## src/rtl/dma_irq_pkg.sv

```systemverilog
// Package: shared bit positions for the per-channel flag nibble.
// Assumes each channel owns four adjacent status bits.
package dma_irq_pkg;
    localparam int unsigned FLAGS_PER_CH = 4;
    localparam int unsigned POS_SUM      = 0;
    localparam int unsigned POS_TC       = 1;
    localparam int unsigned POS_HT       = 2;
    localparam int unsigned POS_TE       = 3;
endpackage

```

## src/rtl/dma_flag_chan.sv

```systemverilog
// Module: dma_flag_chan
// Holds the three sticky event flags of one channel and derives its summary flag.
// Assumes event inputs are single-cycle pulses and clr_nib is only acted on
// when clr_en is high. A set and a clear of the same flag in one cycle: set wins.
module dma_flag_chan
    import dma_irq_pkg::*;
(
    input  logic                    clk,
    input  logic                    rst_n,
    input  logic                    evt_tc,
    input  logic                    evt_ht,
    input  logic                    evt_te,
    input  logic                    clr_en,
    input  logic [FLAGS_PER_CH-1:0] clr_nib,
    output logic [FLAGS_PER_CH-1:0] flags
);
    logic tc_q, ht_q, te_q;
    logic kill_all, kill_tc, kill_ht, kill_te;

    // Decode which flags the clear word removes this cycle.
    always_comb begin
        kill_all = clr_en & clr_nib[POS_SUM];
        kill_tc  = kill_all | (clr_en & clr_nib[POS_TC]);
        kill_ht  = kill_all | (clr_en & clr_nib[POS_HT]);
        kill_te  = kill_all | (clr_en & clr_nib[POS_TE]);
    end

    // Update the sticky flags: a pulse sets, a clear removes, the pulse has priority.
    always_ff @(posedge clk) begin
        if (!rst_n) begin
            tc_q <= 1'b0;
            ht_q <= 1'b0;
            te_q <= 1'b0;
        end else begin
            tc_q <= evt_tc | (tc_q & ~kill_tc);
            ht_q <= evt_ht | (ht_q & ~kill_ht);
            te_q <= evt_te | (te_q & ~kill_te);
        end
    end

    // Pack the nibble, with the summary bit as the OR of the event flags.
    always_comb begin
        flags           = '0;
        flags[POS_TC]   = tc_q;
        flags[POS_HT]   = ht_q;
        flags[POS_TE]   = te_q;
        flags[POS_SUM]  = tc_q | ht_q | te_q;
    end


    set_wins_chk: assert property (@(posedge clk) disable iff (!rst_n)
        evt_tc |=> flags[POS_TC]);

    tc_clear_chk: assert property (@(posedge clk) disable iff (!rst_n)
        (clr_en && clr_nib[POS_TC] && !evt_tc) |=> !flags[POS_TC]);

    clear_all_chk: assert property (@(posedge clk) disable iff (!rst_n)
        (clr_en && clr_nib[POS_SUM] && !evt_tc && !evt_ht && !evt_te) |=> (flags == '0));

    sticky_te_chk: assert property (@(posedge clk) disable iff (!rst_n)
        (flags[POS_TE] && !(clr_en && (clr_nib[POS_TE] || clr_nib[POS_SUM]))) |=> flags[POS_TE]);
endmodule

```

## src/rtl/dma_irq_gate.sv

```systemverilog
// Module: dma_irq_gate
// Combines one channel's event flags with their enables into a request line.
// Assumes flags come from dma_flag_chan, with the summary in bit POS_SUM.
module dma_irq_gate
    import dma_irq_pkg::*;
(
    input  logic                    clk,
    input  logic                    rst_n,
    input  logic [FLAGS_PER_CH-1:0] flags,
    input  logic                    ie_tc,
    input  logic                    ie_ht,
    input  logic                    ie_te,
    output logic                    irq
);
    // Raise the request when any enabled flag is set.
    always_comb begin
        irq = (flags[POS_TC] & ie_tc) | (flags[POS_HT] & ie_ht) | (flags[POS_TE] & ie_te);
    end


    irq_needs_flag_chk: assert property (@(posedge clk) disable iff (!rst_n)
        irq |-> flags[POS_SUM]);
endmodule

```

## src/rtl/dma_irq_flags.sv

```systemverilog
// Module: dma_irq_flags (top)
// Per-channel DMA event flags, packed status word, write-one-to-clear word
// and enable-gated per-channel interrupt lines. Assumes the bus decoder
// presents clr_word with a one-cycle clr_we strobe.
module dma_irq_flags
    import dma_irq_pkg::*;
#(
    parameter int unsigned NUM_CH = 8,
    localparam int unsigned STAT_W = NUM_CH * FLAGS_PER_CH
) (
    input  logic              clk,
    input  logic              rst_n,
    input  logic [NUM_CH-1:0] evt_tc,
    input  logic [NUM_CH-1:0] evt_ht,
    input  logic [NUM_CH-1:0] evt_te,
    input  logic              clr_we,
    input  logic [STAT_W-1:0] clr_word,
    input  logic [NUM_CH-1:0] ie_tc,
    input  logic [NUM_CH-1:0] ie_ht,
    input  logic [NUM_CH-1:0] ie_te,
    output logic [STAT_W-1:0] status,
    output logic [NUM_CH-1:0] irq
);
    for (genvar c = 0; c < NUM_CH; c++) begin : g_ch
        logic [FLAGS_PER_CH-1:0] nib;

        dma_flag_chan u_flags (
            .clk     (clk),
            .rst_n   (rst_n),
            .evt_tc  (evt_tc[c]),
            .evt_ht  (evt_ht[c]),
            .evt_te  (evt_te[c]),
            .clr_en  (clr_we),
            .clr_nib (clr_word[c*FLAGS_PER_CH +: FLAGS_PER_CH]),
            .flags   (nib)
        );

        dma_irq_gate u_gate (
            .clk   (clk),
            .rst_n (rst_n),
            .flags (nib),
            .ie_tc (ie_tc[c]),
            .ie_ht (ie_ht[c]),
            .ie_te (ie_te[c]),
            .irq   (irq[c])
        );

        assign status[c*FLAGS_PER_CH +: FLAGS_PER_CH] = nib;
    end


    reset_clear_chk: assert property (@(posedge clk)
        !rst_n |=> (status == '0));
endmodule

```

## config.mk

```make
export PLATFORM = sky130hd
export DESIGN_NAME = dma_irq_flags
export DESIGN_NICKNAME = d
export VERILOG_FILES = /design/src/rtl/dma_irq_pkg.sv /design/src/rtl/dma_flag_chan.sv /design/src/rtl/dma_irq_gate.sv /design/src/rtl/dma_irq_flags.sv
export SDC_FILE = /design/constraint.sdc
export NUM_CORES = 1
export LEC_CHECK = 0
export BUFFER_PORTS_ARGS = -buffer_cell sky130_fd_sc_hd__buf_2
export CORE_MARGIN = 2
export CORE_UTILIZATION = 40
export CTS_BUF_LIST = sky130_fd_sc_hd__clkbuf_16
export CTS_CLUSTER_SIZE = 25
export DETAILED_ROUTE_END_ITERATION = 16
export PLACE_DENSITY = 0.86
export SLEW_MARGIN = 10
export SYNTH_ARGS = -nofsm -noshare
export SYNTH_HDL_FRONTEND = slang
export SYNTH_HIERARCHICAL = 1
export SYNTH_SLANG_ARGS = --single-unit
```

## constraint.sdc

```tcl
create_clock -name clk -period 1.78 [get_ports clk]
set_input_delay 0.089 -clock clk [delete_from_list [all_inputs] [get_ports clk]]
set_output_delay 0.089 -clock clk [all_outputs]
set_load 0.05 [all_outputs]
```

# Word level (Yosys, flattened, before mapping)
# Cells that the tools add are included.
# W data, S select, Z words.
[word_totals]
rom_bits = 0
input_bits = 83
register_bits = 24
ramBits = 0
output_inout_bits = 40
latch_bits = 0
memories = 0
wordCells = 208
[classes]
n_eq_ne = 0
shift = 0
n_bitwise = 184
n_lt_le_gt_ge = 0
multipliers = 0
muxes = 0
n_div = 0
n_reduce_logical = 0
add_sub_neg = 0
[op_table]
columns = ["op", "count"]
rows = [
  ["$and A1 B1 Y1", 80],
  ["$or A1 B1 Y1", 80],
  ["$not A1 Y1", 24],
]

# Depth between registers and ports, before layout
[logic_depth]
ltp_word = 5
mapped_depth = 3

# Modules after synthesis
# Netlist, hierarchy kept.
[modules_own_cells]
columns = ["module", "instances", "seq_area_each_um2", "cells_each", "area_each_um2"]
rows = [
  ["dma_flag_chan", 8, 60.1, 19, 152.6],
  ["dma_irq_gate", 8, 0.0, 2, 13.8],
]

# Worst setup path after synthesis
# Ideal clock, no wire load.
[synth_timing]
kind = "register to output"
startpoint = "register g_ch[0].u_flags.tc_q"
endpoint = "output port irq[0]"
setup_slack_ns = 0.626
path_stages_with_launch = 4
arrival_ns = 1.065
n_path_buf = 1
required_ns = 1.691
cell_sequence = "dfxtp_1 buf_4 a222oi_1 inv_1"
[synth_via]
elab_chain_len = 3
[synth_rtl]
columns = ["item", "line_no", "source"]
rows = [
  ["from (decl)", "dma_flag_chan.sv:17", "logic tc_q, ht_q, te_q;"],
  ["from (signal assigned)", "dma_flag_chan.sv:35", "tc_q <= evt_tc | (tc_q & ~kill_tc);"],
  ["$and A1 B1 Y1", "dma_irq_gate.sv:17", "irq = (flags[POS_TC] & ie_tc) | (flags[POS_HT] & ie_ht) | (flags[POS_TE] & ie_te);"],
  ["$or A1 B1 Y1 (2 in series)", "dma_irq_gate.sv:17", ""],
  ["to (decl)", "dma_irq_flags.sv:22", "output logic [NUM_CH-1:0] irq"],
]
# Every way passes these cells.

# Worst setup path after layout
[layout_timing]
startpoint = "register g_ch[3].u_flags.tc_q"
endpoint = "output port irq[3]"
[layout_via]
elab_chain_len = 3
[layout_rtl]
columns = ["item", "line_no"]
rows = [
  ["from (decl)", "dma_flag_chan.sv:17"],
  ["from (signal assigned)", "dma_flag_chan.sv:35"],
  ["$and A1 B1 Y1", "dma_irq_gate.sv:17"],
  ["$or A1 B1 Y1 (2 in series)", "dma_irq_gate.sv:17"],
]
# Every way passes these cells.

==> impl_metrics.tcl <==
set metrics [dict create \
    place.port_buffers 122 \
    r2r-end "g_ch[5].u_flags/ht_q" \
    post-synth-top-area-cell "dfxtp_1" \
    ys_types 8 \
    wire_per_inst_um 11.2 \
    diodes 0 \
    dp_hpwl_mm 2.89 \
    worstPathArrival_ns 1.23 \
    layout-area-overhead-vs-synth_pct 42.1 \
    hold_end "g_ch[7].u_flags/te_q" \
    cts_tree "done" \
    drive_gt1_share_pct 46.5 \
    post_drt_via_cell_ratio 4.92 \
    p_sw_share_pct 36.8 \
    cp_max_fo 4 \
    setup_tns_ns 0 \
    p_seq_share_pct 36.9 \
    clkSinkCount 24 \
    hold_viol 0 \
    p_int_mw 1.06 \
    synthTopCellsByArea "dfxtp_1 (36%), buf_4 (14%), a31oi_1 (11%), or2_1 (11%), o21ai_0 (9.0%)" \
    nNetsFinal 354 \
    num_vias 1539 \
    slew_viol_final 0 \
    reg2reg_slack_ns 1.07 \
    coreArea_um2 3100 \
    synth.top_cell.area_share_pct 36.1 \
    status "complete, no violations" \
    h-tree-depth 1 \
    dieArea_um2 3810 \
    ctsHoldBuffers 0 \
    rsz0062_at_grt "no" \
    min_period_over_period_pct 73.9 \
    overflow 0 \
    start_util_pct 42.9 \
    grt_pass1_vias 1372 \
    fmaxAchievable_mhz 760 \
    clk_pin_slew_ns 0.06 \
    antenna_found_initial 0 \
    gp_congestion 0.706 \
    maxSlewHeadroom_pct 71.8 \
    wl_mm 3.49 \
    cts_buffers 3 \
    post_cts_resized 0 \
    rr_startpoint "g_ch[5].u_flags/ht_q" \
    path_class "register to output port" \
    reg2reg_depth 2 \
    syn-num-nets 251 \
    syn_inst 168 \
    grt_pass1_wl_mm 5.31 \
    synth_area_um2 1330 \
    avgSynthCellArea_um2 7.92 \
    worst_clock_skew_ns 0 \
    drt_pass1_iterations 4 \
    grt_max_degree 25 \
    critPathRequiredTime_ns 1.69 \
    fp.dieH_um 61.7 \
    detail-route-antenna-nets 0 \
    clock-root-buffer "clkbuf_16" \
    final_util_pct 61.0 \
    cts_buffer_depth 2 \
    fin_hold_ws_ns 0.0936 \
    holdCritStartpoint "evt_te[7]" \
    leakagePower_nw 1.07 \
    p_sw_mw 0.615 \
    setup_viol_count_final 0 \
    setup.worst_path.end_class "output port" \
    grtUsageTotal_pct 18.6 \
    worstMarginPinSlew_ns 0.424 \
    power_density_nw_per_um2 884 \
    maxCapViolations 0 \
    drcViolationCount 0 \
    pwr-share-clk_pct 27.6 \
    clock_latency_ns 0.25 \
    drt-initial-drc-count 66 \
    min_path_type "input pin to register" \
    rows 20 \
    min_path_cells 3 \
    peakVddDrop_mv 0.408 \
    synth_seq_cells 24 \
    post-cts-setup-buffers 0 \
    ys_seq_area_share_pct 36.1 \
    cp-start-kind "register" \
    worst_slack_ns 0.465 \
    pre_cts_slack_ns 0.739 \
    die_w_um 61.7 \
    boundaryPins 123 \
    combPwrFrac_pct 35.5 \
    synth_warnings 6 \
    min_period_ns 1.32 \
]
sequential cells by signal, summed over array words and instances (netlist names):
register and flops:
g_ch.u_flags/ht_q 8, g_ch.u_flags/tc_q 8, g_ch.u_flags/te_q 8
stage by stage:
stage          instances  power [mW]  instance area (um2)
2_1_floorplan        168        1.08                 1330
3_3_place_gp         310        1.22                 1820
3_5_place_dp         310        1.22                 1820
4_1_cts              313        1.69                 1890
5_1_grt              313        1.76                 1890
6_report             313        1.67                 1890
cells in the final DEF, fill, tap and decap left out:
master / netlist / layout
or3_1: 8 / 8
or2_1: 24 / 24
dfxtp_1: 24 / 24
buf_2: 0 / 122
a31oi_1: 24 / 24
inv_1: 32 / 32
a222oi_1: 8 / 8
clkbuf_16: 0 / 3
o21ai_0: 24 / 24
Yosys cell counts (all sizes together):
| cell | instances |
|---|---|
| inv | 32 |
| dfxtp | 24 |
| or3 | 8 |
| o21ai | 24 |
| or2 | 24 |
| buf | 24 |
| a222oi | 8 |
| a31oi | 24 |
cell type report:
| type | instances | area (um2) |
|---|---|---|
| clock buffer | 3 | 75.1 |
| fill | 302 | 1210 |
| inverter | 32 | 120 |
| multi-input combinational | 88 | 551 |
| sequential | 24 | 480 |
| tap | 44 | 55.1 |
| timing repair buffer | 122 | 611 |
per-layer routing:
layer / share of wire (%) / global-route usage (%) / vias to the layer above
met5: 0 / 0 / -
met4: 0.63 / 6.38 / 0
met3: 10 / 3.93 / 2
met2: 49 / 34.7 / 83
met1: 40 / 20.7 / 682
li1: - / - / 772
power groups by stage:
stage               Sequential [mW]  Clock (mW)  Combinational (mW)
floorplan                     0.609           0               0.470
global placement              0.626           0               0.591
detailed placement            0.628           0               0.596
CTS                           0.616       0.481               0.597
global route                  0.623       0.501               0.639
finish                        0.617       0.462               0.593
worst max-delay path by stage:
| stage | from | to | slack, ns | depth (start not counted) |
|---|---|---|---|---|
| after floorplan | g_ch[0].u_flags/tc_q | irq[0] | 0.63 | 3 |
| after global placement | g_ch[2].u_flags/tc_q | irq[2] | 0.80 | 3 |
| after detailed placement | g_ch[3].u_flags/tc_q | irq[3] | 0.74 | 3 |
| after CTS | g_ch[3].u_flags/tc_q | irq[3] | 0.46 | 3 |
| after global routing | g_ch[6].u_flags/tc_q | irq[6] | 0.39 | 3 |
| final | g_ch[3].u_flags/tc_q | irq[3] | 0.46 | 3 |
cell families after synthesis:
kind of cell    Yosys count  share of synthesized area [%]
simple gates             32                           15.0
compound gates           56                           26.3
buf+inv                  56                           22.6
flops                    24                           36.1
critical path: stages (launching register included):
cell	delay, ns
dfxtp_1	0.33
a222oi_1	0.36
inv_1	0.07
buf_2	0.21
No activity file was read; power rests on OpenSTA's default activity.
